<file path="src/rtl/vbm_pkg.sv">
package vbm_pkg;
  localparam int BANK_LO_W = 4;
  localparam int BANK_HI_W = 2;
  localparam int BANK_W    = BANK_LO_W + BANK_HI_W;
  localparam int IO_DW     = 8;

  typedef enum logic [2:0] {
    IDX_SEG  = 3'd0,
    IDX_EXT  = 3'd1,
    IDX_BOTH = 3'd2,
    IDX_RD   = 3'd3,
    IDX_WR   = 3'd4
  } io_idx_e;
endpackage

</file>
<file path="src/rtl/vbm_bank_regs.sv">
module vbm_bank_regs
  import vbm_pkg::*;
#(
  parameter bit EXT_EN = 1'b1
) (
  input  logic              clk,
  input  logic              rst_n,
  input  logic              io_we,
  input  logic [2:0]        io_addr,
  input  logic [IO_DW-1:0]  io_wdata,
  output logic [IO_DW-1:0]  io_rdata,
  output logic [BANK_W-1:0] rd_bank,
  output logic [BANK_W-1:0] wr_bank
);
  localparam logic [IO_DW-1:0] EXT_MASK = EXT_EN ? 8'h33 : 8'h00;

  logic [IO_DW-1:0] seg_q, seg_d;
  logic [IO_DW-1:0] ext_q, ext_d;
  logic             seg_en, ext_en;
  io_idx_e          idx;

  assign idx = io_idx_e'(io_addr);

  // next-state
  always_comb begin
    seg_d  = seg_q;
    ext_d  = ext_q;
    seg_en = 1'b0;
    ext_en = 1'b0;
    if (io_we) begin
      case (idx)
        IDX_SEG: begin
          seg_d  = io_wdata;
          seg_en = 1'b1;
        end
        IDX_EXT: begin
          ext_d  = io_wdata & EXT_MASK;
          ext_en = 1'b1;
        end
        IDX_BOTH: begin
          seg_d  = {io_wdata[3:0], io_wdata[3:0]};
          ext_d  = {2'b00, io_wdata[5:4], 2'b00, io_wdata[5:4]} & EXT_MASK;
          seg_en = 1'b1;
          ext_en = 1'b1;
        end
        IDX_RD: begin
          seg_d  = {io_wdata[3:0], seg_q[3:0]};
          ext_d  = {2'b00, io_wdata[5:4], ext_q[3:0]} & EXT_MASK;
          seg_en = 1'b1;
          ext_en = 1'b1;
        end
        IDX_WR: begin
          seg_d  = {seg_q[7:4], io_wdata[3:0]};
          ext_d  = {ext_q[7:2], io_wdata[5:4]} & EXT_MASK;
          seg_en = 1'b1;
          ext_en = 1'b1;
        end
        default: begin
          seg_en = 1'b0;
          ext_en = 1'b0;
        end
      endcase
    end
  end

  // registers
  always_ff @(posedge clk or negedge rst_n) begin
    if (!rst_n)      seg_q <= '0;
    else if (seg_en) seg_q <= seg_d;
  end

  generate
    if (EXT_EN) begin : g_ext
      always_ff @(posedge clk or negedge rst_n) begin
        if (!rst_n)      ext_q <= '0;
        else if (ext_en) ext_q <= ext_d;
      end
    end else begin : g_noext
      logic unused_ext;
      assign unused_ext = ext_en ^ (^ext_d);
      assign ext_q = '0;
    end
  endgenerate

  assign rd_bank = {ext_q[5:4], seg_q[7:4]};
  assign wr_bank = {ext_q[1:0], seg_q[3:0]};

  // readback
  always_comb begin
    case (idx)
      IDX_SEG:          io_rdata = seg_q;
      IDX_EXT:          io_rdata = ext_q;
      IDX_BOTH, IDX_WR: io_rdata = {2'b00, wr_bank};
      IDX_RD:           io_rdata = {2'b00, rd_bank};
      default:          io_rdata = '0;
    endcase
  end


  rd_keeps_wr_chk: assert property (@(posedge clk) disable iff (!rst_n)
    (io_we && io_addr == IDX_RD) |=> (wr_bank == $past(wr_bank)));


  wr_keeps_rd_chk: assert property (@(posedge clk) disable iff (!rst_n)
    (io_we && io_addr == IDX_WR) |=> (rd_bank == $past(rd_bank)));


  both_equal_chk: assert property (@(posedge clk) disable iff (!rst_n)
    (io_we && io_addr == IDX_BOTH) |=> (rd_bank == wr_bank));
endmodule

</file>
<file path="src/rtl/vbm_win_decode.sv">
module vbm_win_decode #(
  parameter int HOST_AW  = 20,
  parameter int WIN_AW   = 16,
  parameter int WIN_BASE = 'hA0000
) (
  input  logic [HOST_AW-1:0] host_addr,
  output logic               win_hit,
  output logic [WIN_AW-1:0]  win_off
);
  localparam int              TAG_W   = HOST_AW - WIN_AW;
  localparam logic [TAG_W-1:0] WIN_TAG = TAG_W'(WIN_BASE >> WIN_AW);

  assign win_hit = (host_addr[HOST_AW-1:WIN_AW] == WIN_TAG);
  assign win_off = host_addr[WIN_AW-1:0];
endmodule

</file>
<file path="src/rtl/vbm_addr_xlate.sv">
module vbm_addr_xlate
  import vbm_pkg::*;
#(
  parameter int WIN_AW = 16,
  parameter int MEM_AW = WIN_AW + BANK_W
) (
  input  logic              clk,
  input  logic              rst_n,
  input  logic              host_req,
  input  logic              host_we,
  input  logic              win_hit,
  input  logic [WIN_AW-1:0] win_off,
  input  logic [BANK_W-1:0] rd_bank,
  input  logic [BANK_W-1:0] wr_bank,
  output logic              mem_req,
  output logic              mem_we,
  output logic [MEM_AW-1:0] mem_addr
);
  logic              take;
  logic [BANK_W-1:0] bank_sel;
  logic              req_d, we_d;
  logic [MEM_AW-1:0] addr_d;
  logic              req_q, we_q;
  logic [MEM_AW-1:0] addr_q;

  // next-state
  always_comb begin
    take     = host_req && win_hit;
    bank_sel = host_we ? wr_bank : rd_bank;
    req_d    = take;
    we_d     = host_we;
    addr_d   = MEM_AW'({bank_sel, win_off});
  end

  // registers
  always_ff @(posedge clk or negedge rst_n) begin
    if (!rst_n) req_q <= 1'b0;
    else        req_q <= req_d;
  end

  always_ff @(posedge clk or negedge rst_n) begin
    if (!rst_n) begin
      we_q   <= 1'b0;
      addr_q <= '0;
    end else if (take) begin
      we_q   <= we_d;
      addr_q <= addr_d;
    end
  end

  assign mem_req  = req_q;
  assign mem_we   = we_q;
  assign mem_addr = addr_q;


  miss_no_req_chk: assert property (@(posedge clk) disable iff (!rst_n)
    (!(host_req && win_hit)) |=> !mem_req);


  offset_keep_chk: assert property (@(posedge clk) disable iff (!rst_n)
    (host_req && win_hit) |=> (mem_req && mem_addr[WIN_AW-1:0] == $past(win_off)));


  read_bank_chk: assert property (@(posedge clk) disable iff (!rst_n)
    (host_req && win_hit && !host_we) |=> (mem_addr[MEM_AW-1:WIN_AW] == $past(rd_bank)));


  we_follow_chk: assert property (@(posedge clk) disable iff (!rst_n)
    (host_req && win_hit) |=> (mem_we == $past(host_we)));
endmodule

</file>
<file path="src/rtl/vmem_bank_mapper.sv">
module vmem_bank_mapper
  import vbm_pkg::*;
#(
  parameter int HOST_AW  = 20,
  parameter int WIN_AW   = 16,
  parameter int WIN_BASE = 'hA0000,
  parameter bit EXT_EN   = 1'b1,
  parameter int MEM_AW   = WIN_AW + BANK_W
) (
  input  logic               clk,
  input  logic               rst_n,
  input  logic               io_we,
  input  logic [2:0]         io_addr,
  input  logic [IO_DW-1:0]   io_wdata,
  output logic [IO_DW-1:0]   io_rdata,
  input  logic               host_req,
  input  logic               host_we,
  input  logic [HOST_AW-1:0] host_addr,
  output logic               mem_req,
  output logic               mem_we,
  output logic [MEM_AW-1:0]  mem_addr
);
  logic              rst_meta_q, rst_sync_q;
  logic [BANK_W-1:0] rd_bank, wr_bank;
  logic              win_hit;
  logic [WIN_AW-1:0] win_off;

  // reset: asynchronous assert, synchronous release
  always_ff @(posedge clk or negedge rst_n) begin
    if (!rst_n) begin
      rst_meta_q <= 1'b0;
      rst_sync_q <= 1'b0;
    end else begin
      rst_meta_q <= 1'b1;
      rst_sync_q <= rst_meta_q;
    end
  end

  vbm_bank_regs #(.EXT_EN(EXT_EN)) u_regs (
    .clk      (clk),
    .rst_n    (rst_sync_q),
    .io_we    (io_we),
    .io_addr  (io_addr),
    .io_wdata (io_wdata),
    .io_rdata (io_rdata),
    .rd_bank  (rd_bank),
    .wr_bank  (wr_bank)
  );

  vbm_win_decode #(
    .HOST_AW  (HOST_AW),
    .WIN_AW   (WIN_AW),
    .WIN_BASE (WIN_BASE)
  ) u_dec (
    .host_addr (host_addr),
    .win_hit   (win_hit),
    .win_off   (win_off)
  );

  vbm_addr_xlate #(
    .WIN_AW (WIN_AW),
    .MEM_AW (MEM_AW)
  ) u_xlate (
    .clk      (clk),
    .rst_n    (rst_sync_q),
    .host_req (host_req),
    .host_we  (host_we),
    .win_hit  (win_hit),
    .win_off  (win_off),
    .rd_bank  (rd_bank),
    .wr_bank  (wr_bank),
    .mem_req  (mem_req),
    .mem_we   (mem_we),
    .mem_addr (mem_addr)
  );
endmodule

</file>
<file path="config.mk">
export PLATFORM = sky130hd
export DESIGN_NAME = vmem_bank_mapper
export DESIGN_NICKNAME = d
export VERILOG_FILES = /design/src/rtl/vbm_pkg.sv /design/src/rtl/vbm_bank_regs.sv /design/src/rtl/vbm_win_decode.sv /design/src/rtl/vbm_addr_xlate.sv /design/src/rtl/vmem_bank_mapper.sv
export SDC_FILE = /design/constraint.sdc
export NUM_CORES = 1
export LEC_CHECK = 0
export BUFFER_PORTS_ARGS = -buffer_cell sky130_fd_sc_hd__buf_4
export CAP_MARGIN = 15
export CORE_MARGIN = 10
export CORE_UTILIZATION = 40
export CTS_CLUSTER_SIZE = 10
export DETAILED_ROUTE_END_ITERATION = 10
export PLACE_DENSITY_LB_ADDON = 0.25
export SLEW_MARGIN = 15
export SYNTH_ARGS = -nofsm -noshare
export SYNTH_HDL_FRONTEND = slang
export SYNTH_SLANG_ARGS = --single-unit
export TNS_END_PERCENT = 20
</file>
<file path="constraint.sdc">
create_clock -name clk -period 1.2 [get_ports clk]
set_clock_uncertainty 0.1 [all_clocks]
set_input_delay 0.06 -clock clk [delete_from_list [all_inputs] [get_ports clk]]
set_output_delay 0.06 -clock clk [all_outputs]
set_load 0.03 [all_outputs]
</file>
==> flow_summary.json, run 1 <==
{
  "path_class": "reg2out",
  "yosys_warnings": 0,
  "cts_htree_levels": 2,
  "syn-num-nets": 180,
  "crit_fanout": 3,
  "num_vias": 1606,
  "timing.hold.ws_ns": 0.0654,
  "syn_inst": 144,
  "die_h_um": 86.9,
  "ir_worst_vdd_mv": 1.26,
  "max_freq_mhz": 679,
  "power_density_nw_per_um2": 1550,
  "stdcell_area_um2": 2920,
  "wl_per_cell_um": 18.0,
  "grtUsageMet1_pct": 16.9,
  "antenna_cells": 0,
  "grt_max_degree": 25,
  "hold_viol": 0,
  "r2r_slack_ns": -0.16,
  "wl_mm": 5.55,
  "cts_num_sinks": 38,
  "rsz0062_at_grt": "yes",
  "setup_viol": 11,
  "overflow": 0,
  "dr.pass1.iters": 4,
  "startpoint_type": "flip-flop",
  "place.gp.congestion": 0.810,
  "syn_to_final_growth_pct": 63.3,
  "rows": 24,
  "grt_pass1_vias": 1777,
  "cts_buffers": 5,
  "die_w_um": 86.9,
  "final_cell_mix": "73 x buf_4, 37 x dfrtp_1, 29 x dlygate4sd3_1",
  "vias_per_cell": 5.21,
  "grt_pass1_wl_mm": 8.89,
  "yosys.area_share.xor_xnor_pct": 0,
  "synthMuxAreaShare_pct": 23.2,
  "clkTransAtPathRegs_ns": 0.07,
  "setup_ws_ns": -0.273,
  "dpl-instance-area_um2": 2410,
  "clockRootBuffer": "clkbuf_8",
  "clk_latency_ns": 0.29,
  "busiest_layer": "met2",
  "r2r-start": "u_regs.seg_q[1]",
  "worstPathArrival_ns": 1.31,
  "antenna_found_initial": 0,
  "syn-cell-area_um2": 1790,
  "grt.met3_usage_pct": 6.27,
  "start_util_pct": 41.1,
  "synth-compound-area-share_pct": 10.7,
  "path_cells": "mux2i_1 -> a2bb2oi_1 -> o21ai_1 -> buf_4",
  "maxCapViolCount": 0,
  "holdCritPathClass": "reg2async",
  "cp_slowest_cell": "dfrtp_1",
  "violations": "setup timing",
  "grt_usage_pct": 14.6,
  "clk_path_buf_depth": 2,
  "core_area_um2": 4350,
  "ys_ff_latch": 38,
  "drtAntennaViolNets": 0,
  "drive_gt1_share_pct": 48.0,
  "cp_slowest_stage_delay_ns": 0.42,
  "synth_cell_types": 32,
  "postSynthAreaPerCell_um2": 12.4,
  "use_met2_pct": 23.8,
  "worst_ep_required_time_ns": 1.04,
  "drt_iter0_markers": 130,
  "synth_seq_area_share_pct": 53.2,
  "timing.final.crit_period_ns": 1.47,
  "drc_errors": 0,
  "yosys.area_share.simple_pct": 9.45,
  "cts_tree": "yes",
  "end_kind": "primary output",
  "rr_endpoint": "u_xlate.mem_addr[17]",
  "outcome": "finished, violations left",
  "dp_hpwl_mm": 3.87,
  "synth_top_family_by_area": "multiplexers",
  "num_io_pins": 68,
  "p_leak_uw": 0.00137,
  "port_buffers": 67,
  "synth_fa_ha_area_share_pct": 0,
  "fin_setup_tns_ns": -1.65,
  "slew_violations": 0,
  "worst_r2r_path_depth": 4,
  "fin_nets": 291,
  "die_area_um2": 7540,
  "final_common_cell": "buf_4",
  "finalCritPeriodShare_pct": 123
}
## where the power goes
part	internal, µW	leakage [µW]	switching, µW	total [µW]
Clock	580	0.0000575	441	1020
Combinational	837	0.000856	898	1740
Sequential	1560	0.000459	198	1760
Total	2980	0.00137	1540	4510
## worst max-delay path, delay by kind of cell (launching register included)
family,cells,cell delay [ns]
flops,1,0.42
compound gates,2,0.27
mux,1,0.17
buf+inv,1,0.17
## synthesized netlist by cell type
library cell   n  area (µm²)
nand4b_1       1        8.76
a2bb2oi_1      2        17.5
nor3_1         1        5.00
o221ai_1       2        17.5
nand3_1        6        30.0
o21a_1         1        7.51
nor3b_1        1        7.51
conb_1         1        3.75
buf_6          1        11.3
nor2b_1        5        31.3
clkbuf_1       2        7.51
mux2_2        25         282
a31oi_1        6        37.5
dfrtp_1       38         951
nor2_2         1        6.26
a22oi_1        2        15.0
mux2i_1        2        20.0
buf_4          3        22.5
nand2b_1       3        18.8
or3b_1         1        8.76
buf_2          2        10.0
a32o_1         2        20.0
and2_1         3        18.8
nand2_1        7        26.3
mux2_1        10         113
a21oi_1        6        30.0
o21ai_0        3        15.0
o22ai_1        2        12.5
o311a_1        1        10.0
inv_1          2        7.51
a21oi_2        1        8.76
and2b_1        1        7.51
## per-stage QoR
step / worst slack [ns] / cells / power [µW] / utilization (%)
4_1_cts: -0.262 / 306 / 4490 / 66.1
3_5_place_dp: -0.0718 / 265 / 3310 / 55.3
2_1_floorplan: -0.00126 / 144 / 2620 / -
6_report: -0.273 / 308 / 4510 / 67.0
5_1_grt: -0.326 / 308 / 4750 / 67.0
3_3_place_gp: -0.0241 / 265 / 3250 / 55.3
## per-layer routing
layer	vias up	wire, µm
met3	10	439
met2	76	2820
met4	0	72
met5	-	0
met1	771	2220
li1	749	-
## how the worst max path moves through the flow
| stage | start | to | slack (ns) | depth (start not counted) |
|---|---|---|---|---|
| final | u_regs.seg_q[5] | io_rdata[5] | -0.27 | 4 |
| after global routing | u_regs.seg_q[0] | io_rdata[0] | -0.33 | 4 |
| after CTS | u_regs.seg_q[5] | io_rdata[5] | -0.26 | 4 |
| after detailed placement | host_addr[18] | u_xlate.mem_addr[19] | -0.07 | 5 |
| after global placement | host_addr[18] | u_xlate.mem_addr[0] | -0.02 | 5 |
| after floorplan | u_regs.seg_q[0] | io_rdata[0] | -0.001 | 3 |
## area by class of cell
cell class / count / area [µm²]
fill: 314 / 1440
timing repair buffer: 112 / 968
sequential: 38 / 952
multi-input combinational: 96 / 816
clock buffer: 8 / 110
tap: 52 / 65.1
inverter: 2 / 7.51
## registers in the layout, indices dropped and copies added, names as in the netlist
name              count
rst_meta_q            1
u_regs.seg_q          8
u_xlate.mem_req       1
u_xlate.mem_addr     22
u_xlate.mem_we        1
rst_sync_q            1
u_regs.ext_q          4
## cells by family (layout without fill, tap and decap cells)
group                  after synthesis  in the layout
AND/OR/NAND/NOR                     30             30
other                                1              1
buffers and inverters               10            122
AO/OA/AOI/OAI                       28             28
flip-flops                          38             38
multiplexers                        37             37
## repair_timing
action                     4_1_cts  5_1_grt
hold endpoints to repair        31        1
pin swaps                        1        1
setup buffers                    5        1
setup endpoints to repair        9       13
hold buffers                    28        1
gates resized for setup         13        6
No activity file was read; power rests on OpenSTA's default activity.
==> run 2: changes to the inputs <==
--- a/config.mk
+++ b/config.mk
@@ -5,6 +5,7 @@
 export SDC_FILE = /design/constraint.sdc
 export NUM_CORES = 1
 export LEC_CHECK = 0
+export ABC_AREA = 1
 export BUFFER_PORTS_ARGS = -buffer_cell sky130_fd_sc_hd__buf_4
 export CAP_MARGIN = 15
 export CORE_MARGIN = 10
==> run 2 against run 1 <==
The run still ends with setup timing left. Sequential share of layout area is 2.5 points higher. Final area is 7.1% lower. Synthesized cell count is 58% higher. Sequential power is 5% lower. Synthesized area is 2.2% lower. Critical path depth is 1 lower. Clock power is 11% lower. Worst setup slack better by 0.24 ns. Maximum frequency is 20% higher. Non-clock buffer count is 13 lower. Die area is 1.7% lower. Via count is 9.8% higher. Largest cell class is now flip-flops and latches.
==> flow_summary.json, run 2 <==
{
  "stdcell_area_um2": 2710,
  "setup_ws_ns": -0.0322,
  "cts_buffers": 5,
  "port_buffers": 67,
  "synth_top_area_cell": "dfrtp_1",
  "die_w_um": 86.1,
  "ys_top_cells_by_area": "dfrtp_1 54%, nand2_1 25%, a21oi_1 2.9%",
  "outcome": "finished, violations left",
  "holdCritPathClass": "in2reg",
  "synth-edff-count": 0,
  "synth_top_family_by_area": "simple AND/OR/NAND/NOR gates",
  "synth_fa_ha_area_share_pct": 0,
  "path_cells": "inv_2 -> o211ai_1 -> buf_4",
  "finalCritPeriodShare_pct": 103,
  "yosys.area_share.simple_pct": 32.1,
  "max_freq_mhz": 812,
  "antenna_cells": 0,
  "setup_viol": 4,
  "yosys.area.top_type_share_pct": 54.4,
  "syn-num-nets": 263,
  "ys_ff_latch": 38,
  "grt_pass1_wl_mm": 8.22,
  "start_util_pct": 42.5,
  "slew_violations": 0,
  "num_vias": 1763,
  "synth-compound-area-share_pct": 7.73,
  "synth_cell_types": 18,
  "fin_nets": 364,
  "path_class": "reg2out",
  "syn_to_final_growth_pct": 55.1,
  "die_h_um": 86.1,
  "largest_reg_flops": 22,
  "worstPathArrival_ns": 1.07,
  "worst_ep_required_time_ns": 1.04,
  "drt_iter0_markers": 107,
  "postSynthAreaPerCell_um2": 7.70,
  "syn_inst": 227,
  "place.gp.congestion": 0.817,
  "cts_htree_levels": 2,
  "yosys_warnings": 0,
  "synthArstFlopShare_pct": 100,
  "maxCapViolCount": 0,
  "dp_hpwl_mm": 3.55,
  "antenna_found_initial": 0,
  "clockRootBuffer": "clkbuf_8",
  "violations": "setup timing",
  "synthMuxAreaShare_pct": 0,
  "cts_tree": "yes",
  "clk_latency_ns": 0.29,
  "wl_mm": 4.91,
  "fin_setup_tns_ns": -0.101,
  "drive_gt1_share_pct": 30.7,
  "yosys.area_share.xor_xnor_pct": 0,
  "overflow": 0,
  "grt_usage_pct": 13.4,
  "dp.cells": 342,
  "cp_slowest_cell": "dfrtp_1",
  "cp_slowest_stage_delay_ns": 0.36,
  "final_util_pct": 65.9,
  "num_io_pins": 68,
  "final_common_cell": "nand2_1",
  "drtAntennaViolNets": 0,
  "rsz0062_at_grt": "yes",
  "drc_errors": 0,
  "p_leak_uw": 0.00149,
  "crit_fanout": 3,
  "grt_max_degree": 25,
  "synth_ff_type": "dfrtp_1",
  "rows": 23,
  "dpl-instance-area_um2": 2320,
  "final_cell_mix": "118 x nand2_1, 71 x buf_4, 37 x dfrtp_1",
  "vias_per_cell": 4.65,
  "synth_seq_area_share_pct": 54.4,
  "die_area_um2": 7410,
  "clkTransAtPathRegs_ns": 0.07,
  "end_kind": "primary output",
  "timing.hold.ws_ns": 0.00828,
  "synth_most_common_cell": "nand2_1",
  "hold_viol": 0,
  "grt_pass1_vias": 1732,
  "synth_commonest_cells": "118 x nand2_1, 38 x dfrtp_1, 13 x inv_1",
  "clk_path_buf_depth": 2,
  "power_density_nw_per_um2": 1440,
  "syn-cell-area_um2": 1750,
  "fin_cells": 379,
  "timing.final.crit_period_ns": 1.23,
  "ir_worst_vdd_mv": 0.602,
  "wl_per_cell_um": 12.9,
  "startpoint_type": "flip-flop",
  "cts_num_sinks": 38,
  "core_area_um2": 4120,
  "dr.pass1.iters": 4
}
==> run 2: cell families (layout without fill, tap and decap cells) <==
group	count (synthesis)	in the layout
other cells	1	1
simple gates	140	140
buf+inv	23	125
compound gates	25	25
flops	38	38
==> run 2: path summary, 6_finish.rpt <==
check / cells past startpoint / from / slack [ns] / to
max in group asynchronous: 3 / rst_n / 0.34 / rst_sync_q
max reg2reg: 5 / u_regs.seg_q[4] / 0.25 / u_xlate.mem_addr[16]
min: 3 / host_we / 0.008 / u_xlate.mem_we
min in group asynchronous: 0 / rst_sync_q / 0.07 / u_regs.seg_q[2]
max: 3 / u_regs.seg_q[5] / -0.03 / io_rdata[1]
min reg2reg: 0 / rst_sync_q / 0.07 / u_regs.seg_q[2]
==> run 2: through the flow <==
step / worst slack (ns) / total power (µW)
finish: -0.0322 / 3910
global route: -0.0788 / 4150
CTS: -0.0497 / 3950
detailed placement: 0.0838 / 2940
global placement: 0.127 / 2930
floorplan: -0.0283 / 2390
==> run 2: power by group <==
| group | switching [µW] | total (µW) | internal [µW] |
|---|---|---|---|
| sequential | 151 | 1670 | 1520 |
| combinational | 795 | 1340 | 548 |
| clock | 441 | 903 | 461 |
| total | 1390 | 3910 | 2530 |
==> run 2: area by class of cell <==
type | count | area (µm²)
sequential | 38 | 952
fill | 346 | 1400
multi-input combinational | 166 | 711
clock buffer | 6 | 82.6
inverter | 18 | 67.6
clock inverter | 2 | 12.5
timing repair buffer | 99 | 823
tap | 50 | 62.6
==> run 2: critical path, delay by kind of cell, from the launching register on <==
family | cells | cell delay (ns)
AO/OA/AOI/OAI | 1 | 0.18
buffers and inverters | 2 | 0.25
flip-flops | 1 | 0.36
==> run 2: per-layer routing <==
metal	routed length (µm)	share of wire (%)	global-route usage, %
met1	2090	43	16.2
met2	2300	47	21.2
met3	474	9.7	5.30
met4	35	0.71	4.49
met5	0	0	0
==> run 2: what timing repair did <==
action,CTS,global route
pin swaps,6,2
hold buffers,27,0
endpoints found under the setup margin,6,16
setup buffers,2,0
hold endpoints to repair,30,0
resized for setup,4,4
==> run 3: changes to the inputs <==
--- a/config.mk
+++ b/config.mk
@@ -16,5 +16,6 @@
 export SLEW_MARGIN = 15
 export SYNTH_ARGS = -nofsm -noshare
 export SYNTH_HDL_FRONTEND = slang
+export SYNTH_HIERARCHICAL = 1
 export SYNTH_SLANG_ARGS = --single-unit
 export TNS_END_PERCENT = 20
==> run 3 against run 2 <==
The run still ends with setup timing left. Synthesized area increased by 10%. Critical path depth stayed put. Core utilization down 4.7 points. Critical endpoint is now io_rdata[5]. Final area grew 5.8%. Largest cell class unchanged.
==> flow_summary.json, run 3 <==
{
  "num_io_pins": 68,
  "rr_endpoint": "u_xlate/mem_addr[16]",
  "synth_top_area_cell": "dfrtp_1",
  "grt_usage_pct": 14.1,
  "power_density_nw_per_um2": 1410,
  "cp_slowest_stage_delay_ns": 0.43,
  "crit_family": "flip-flops",
  "clockRootBuffer": "clkbuf_8",
  "synth_cell_types": 17,
  "clk_latency_ns": 0.29,
  "p_sw_uw": 1450,
  "crit_fanout": 4,
  "holdCritPathClass": "reg2async",
  "synth-edff-count": 0,
  "path_class": "reg2out",
  "synth_commonest_cells": "127 x nand2_1, 38 x dfrtp_1, 18 x buf_4",
  "yosys.area_share.simple_pct": 33.4,
  "final_common_cell": "nand2_1",
  "fin_cells": 406,
  "outcome": "finished, violations left",
  "grt_pass1_vias": 1932,
  "ys_ff_latch": 38,
  "cts_tree": "yes",
  "grt_max_degree": 24,
  "synthArstFlopShare_pct": 100,
  "drc_errors": 0,
  "die_h_um": 89.3,
  "synth_seq_area_share_pct": 49.4,
  "yosys_warnings": 6,
  "p_leak_uw": 0.00162,
  "rsz0062_at_grt": "yes",
  "synth_most_common_cell": "nand2_1",
  "dpl-instance-area_um2": 2400,
  "cp_slowest_cell": "dfrtp_1",
  "dp.cells": 366,
  "num_vias": 1913,
  "dp_hpwl_mm": 3.95,
  "fin_setup_tns_ns": -0.0599,
  "startpoint_type": "flip-flop",
  "syn-num-nets": 294,
  "cts_htree_levels": 2,
  "setup_viol": 3,
  "r2r-start": "u_regs/seg_q[4]",
  "synth_fa_ha_area_share_pct": 0,
  "synthMuxAreaShare_pct": 0,
  "drive_gt1_share_pct": 31.0,
  "dp_slack_ns": 0.0785,
  "synth_top_family_by_area": "simple AND/OR/NAND/NOR gates",
  "power_uw": 4040,
  "final_cell_mix": "125 x nand2_1, 74 x buf_4, 36 x dfrtp_1",
  "r2r_slack_ns": 0.21,
  "wl_mm": 5.53,
  "antenna_found_initial": 0,
  "hold_viol": 0,
  "syn_to_final_growth_pct": 49.2,
  "p_sw_share_pct": 36.0,
  "rows": 25,
  "ys_top_cells_by_area": "dfrtp_1 49%, nand2_1 25%, buf_4 7.0%",
  "start_util_pct": 41.0,
  "vias_per_cell": 4.71,
  "finalCritPeriodShare_pct": 103,
  "core_area_um2": 4690,
  "yosys.area_share.xor_xnor_pct": 0,
  "worstPathArrival_ns": 1.07,
  "syn_inst": 258,
  "grt_pass1_wl_mm": 8.89,
  "p_int_uw": 2590,
  "critical_path_buf_inv_count": 1,
  "syn-cell-area_um2": 1920,
  "path_cells": "nand2_1 -> nand3_2 -> buf_6",
  "largest_reg_flops": 22,
  "port_buffers": 67,
  "worst_r2r_path_depth": 5,
  "overflow": 0,
  "drt_iter0_markers": 87,
  "violations": "setup timing",
  "max_freq_mhz": 813,
  "wl_per_cell_um": 13.6,
  "stdcell_area_um2": 2870,
  "fin_nets": 387,
  "die_area_um2": 7980,
  "dr.pass1.iters": 4,
  "antenna_cells": 0,
  "synth-compound-area-share_pct": 4.68,
  "worst_ep_required_time_ns": 1.04,
  "clockPowerShare_pct": 23.0,
  "postSynthAreaPerCell_um2": 7.45,
  "place.gp.congestion": 0.874,
  "yosys.area.top_type_share_pct": 49.4,
  "slew_violations": 0,
  "synth_ff_type": "dfrtp_1",
  "timing.final.crit_period_ns": 1.23,
  "clk_path_buf_depth": 2,
  "setup_ws_ns": -0.0306,
  "cts_buffers": 5,
  "die_w_um": 89.3,
  "ir_worst_vdd_mv": 0.812,
  "maxCapViolCount": 0,
  "drtAntennaViolNets": 0,
  "seqPwrFrac_pct": 41.4,
  "clkTransAtPathRegs_ns": 0.08,
  "end_kind": "primary output",
  "cts_num_sinks": 38,
  "pwr-share-comb_pct": 35.6
}
run 3: cell types whose count changed in the layout (fill, tap and decap cells not counted), sizes merged:
cell	previous run	this run
o21ai	11	9
dlygate4sd3	27	26
nand2	123	129
nand4	0	2
a21oi	10	9
nor2	12	16
inv	18	19
o211ai	4	0
buf	72	81
nand3	5	14
run 3: per-layer routing:
layer | track usage (%) | part of all wire (%) | vias up
met5 | 0 | 0 | -
met4 | 5.20 | 0.99 | 0
met3 | 5.38 | 9.3 | 8
met2 | 22.6 | 48 | 63
met1 | 16.8 | 41 | 876
li1 | - | - | 966
run 3: cell type report:
class | instances | area, µm²
Inverter | 19 | 73.8
Multi-Input combinational cell | 180 | 776
Timing Repair Buffer | 107 | 903
Clock inverter | 2 | 12.5
Fill cell | 430 | 1820
Clock buffer | 6 | 82.6
Sequential cell | 38 | 953
Tap cell | 54 | 67.6
run 3: worst max-delay path by stage:
| stage | startpoint | endpoint | slack (ns) | cells past startpoint |
|---|---|---|---|---|
| CTS | u_regs/ext_q[1] | io_rdata[1] | 0.00009 | 3 |
| global placement | io_addr[0] | io_rdata[5] | 0.13 | 7 |
| finish | u_regs/seg_q[5] | io_rdata[5] | -0.03 | 3 |
| global route | u_regs/seg_q[4] | io_rdata[4] | -0.06 | 3 |
| floorplan | u_regs/seg_q[6] | io_rdata[2] | 0.19 | 2 |
| detailed placement | io_addr[0] | io_rdata[5] | 0.08 | 7 |
run 3: power groups by stage:
stage                     logic (µW)  clock network [µW]  registers [µW]
after global routing            1560                1010            1710
after floorplan                  426                   0            2020
after detailed placement        1270                   0            1700
after global placement          1260                   0            1700
after CTS                       1430                 948            1670
final                           1440                 930            1670
run 3: timing repair:
| action | in CTS | in global routing |
|---|---|---|
| hold buffers | 26 | 0 |
| buffers inserted | 5 | 1 |
| gates resized for setup | 10 | 9 |
| gates cloned | 0 | 0 |
| endpoints found under the setup margin | 8 | 8 |
| pin swaps | 11 | 4 |
| endpoints found under the hold margin | 29 | 0 |
run 3: through the flow:
stage               util (%)  hold slack [ns]
detailed placement      51.3           -0.257
floorplan                  -           -0.336
global placement        51.3           -0.257
finish                  61.1          0.00996
global route            61.1           0.0229
CTS                     60.5           0.0159
run 3: cells by family (layout without fill, tap and decap cells):
family          after synthesis  count (layout)
other cells                   1               1
compound gates               18              18
simple gates                161             161
flops                        38              38
buf+inv                      40             134
run 3: worst register-to-register path: stages, from the launching register on:
cell and delay, ns:
dfrtp_2 0.46, buf_4 0.15, nand2_1 0.05, nand2_1 0.05, nand2_1 0.05, nand2_1 0.04
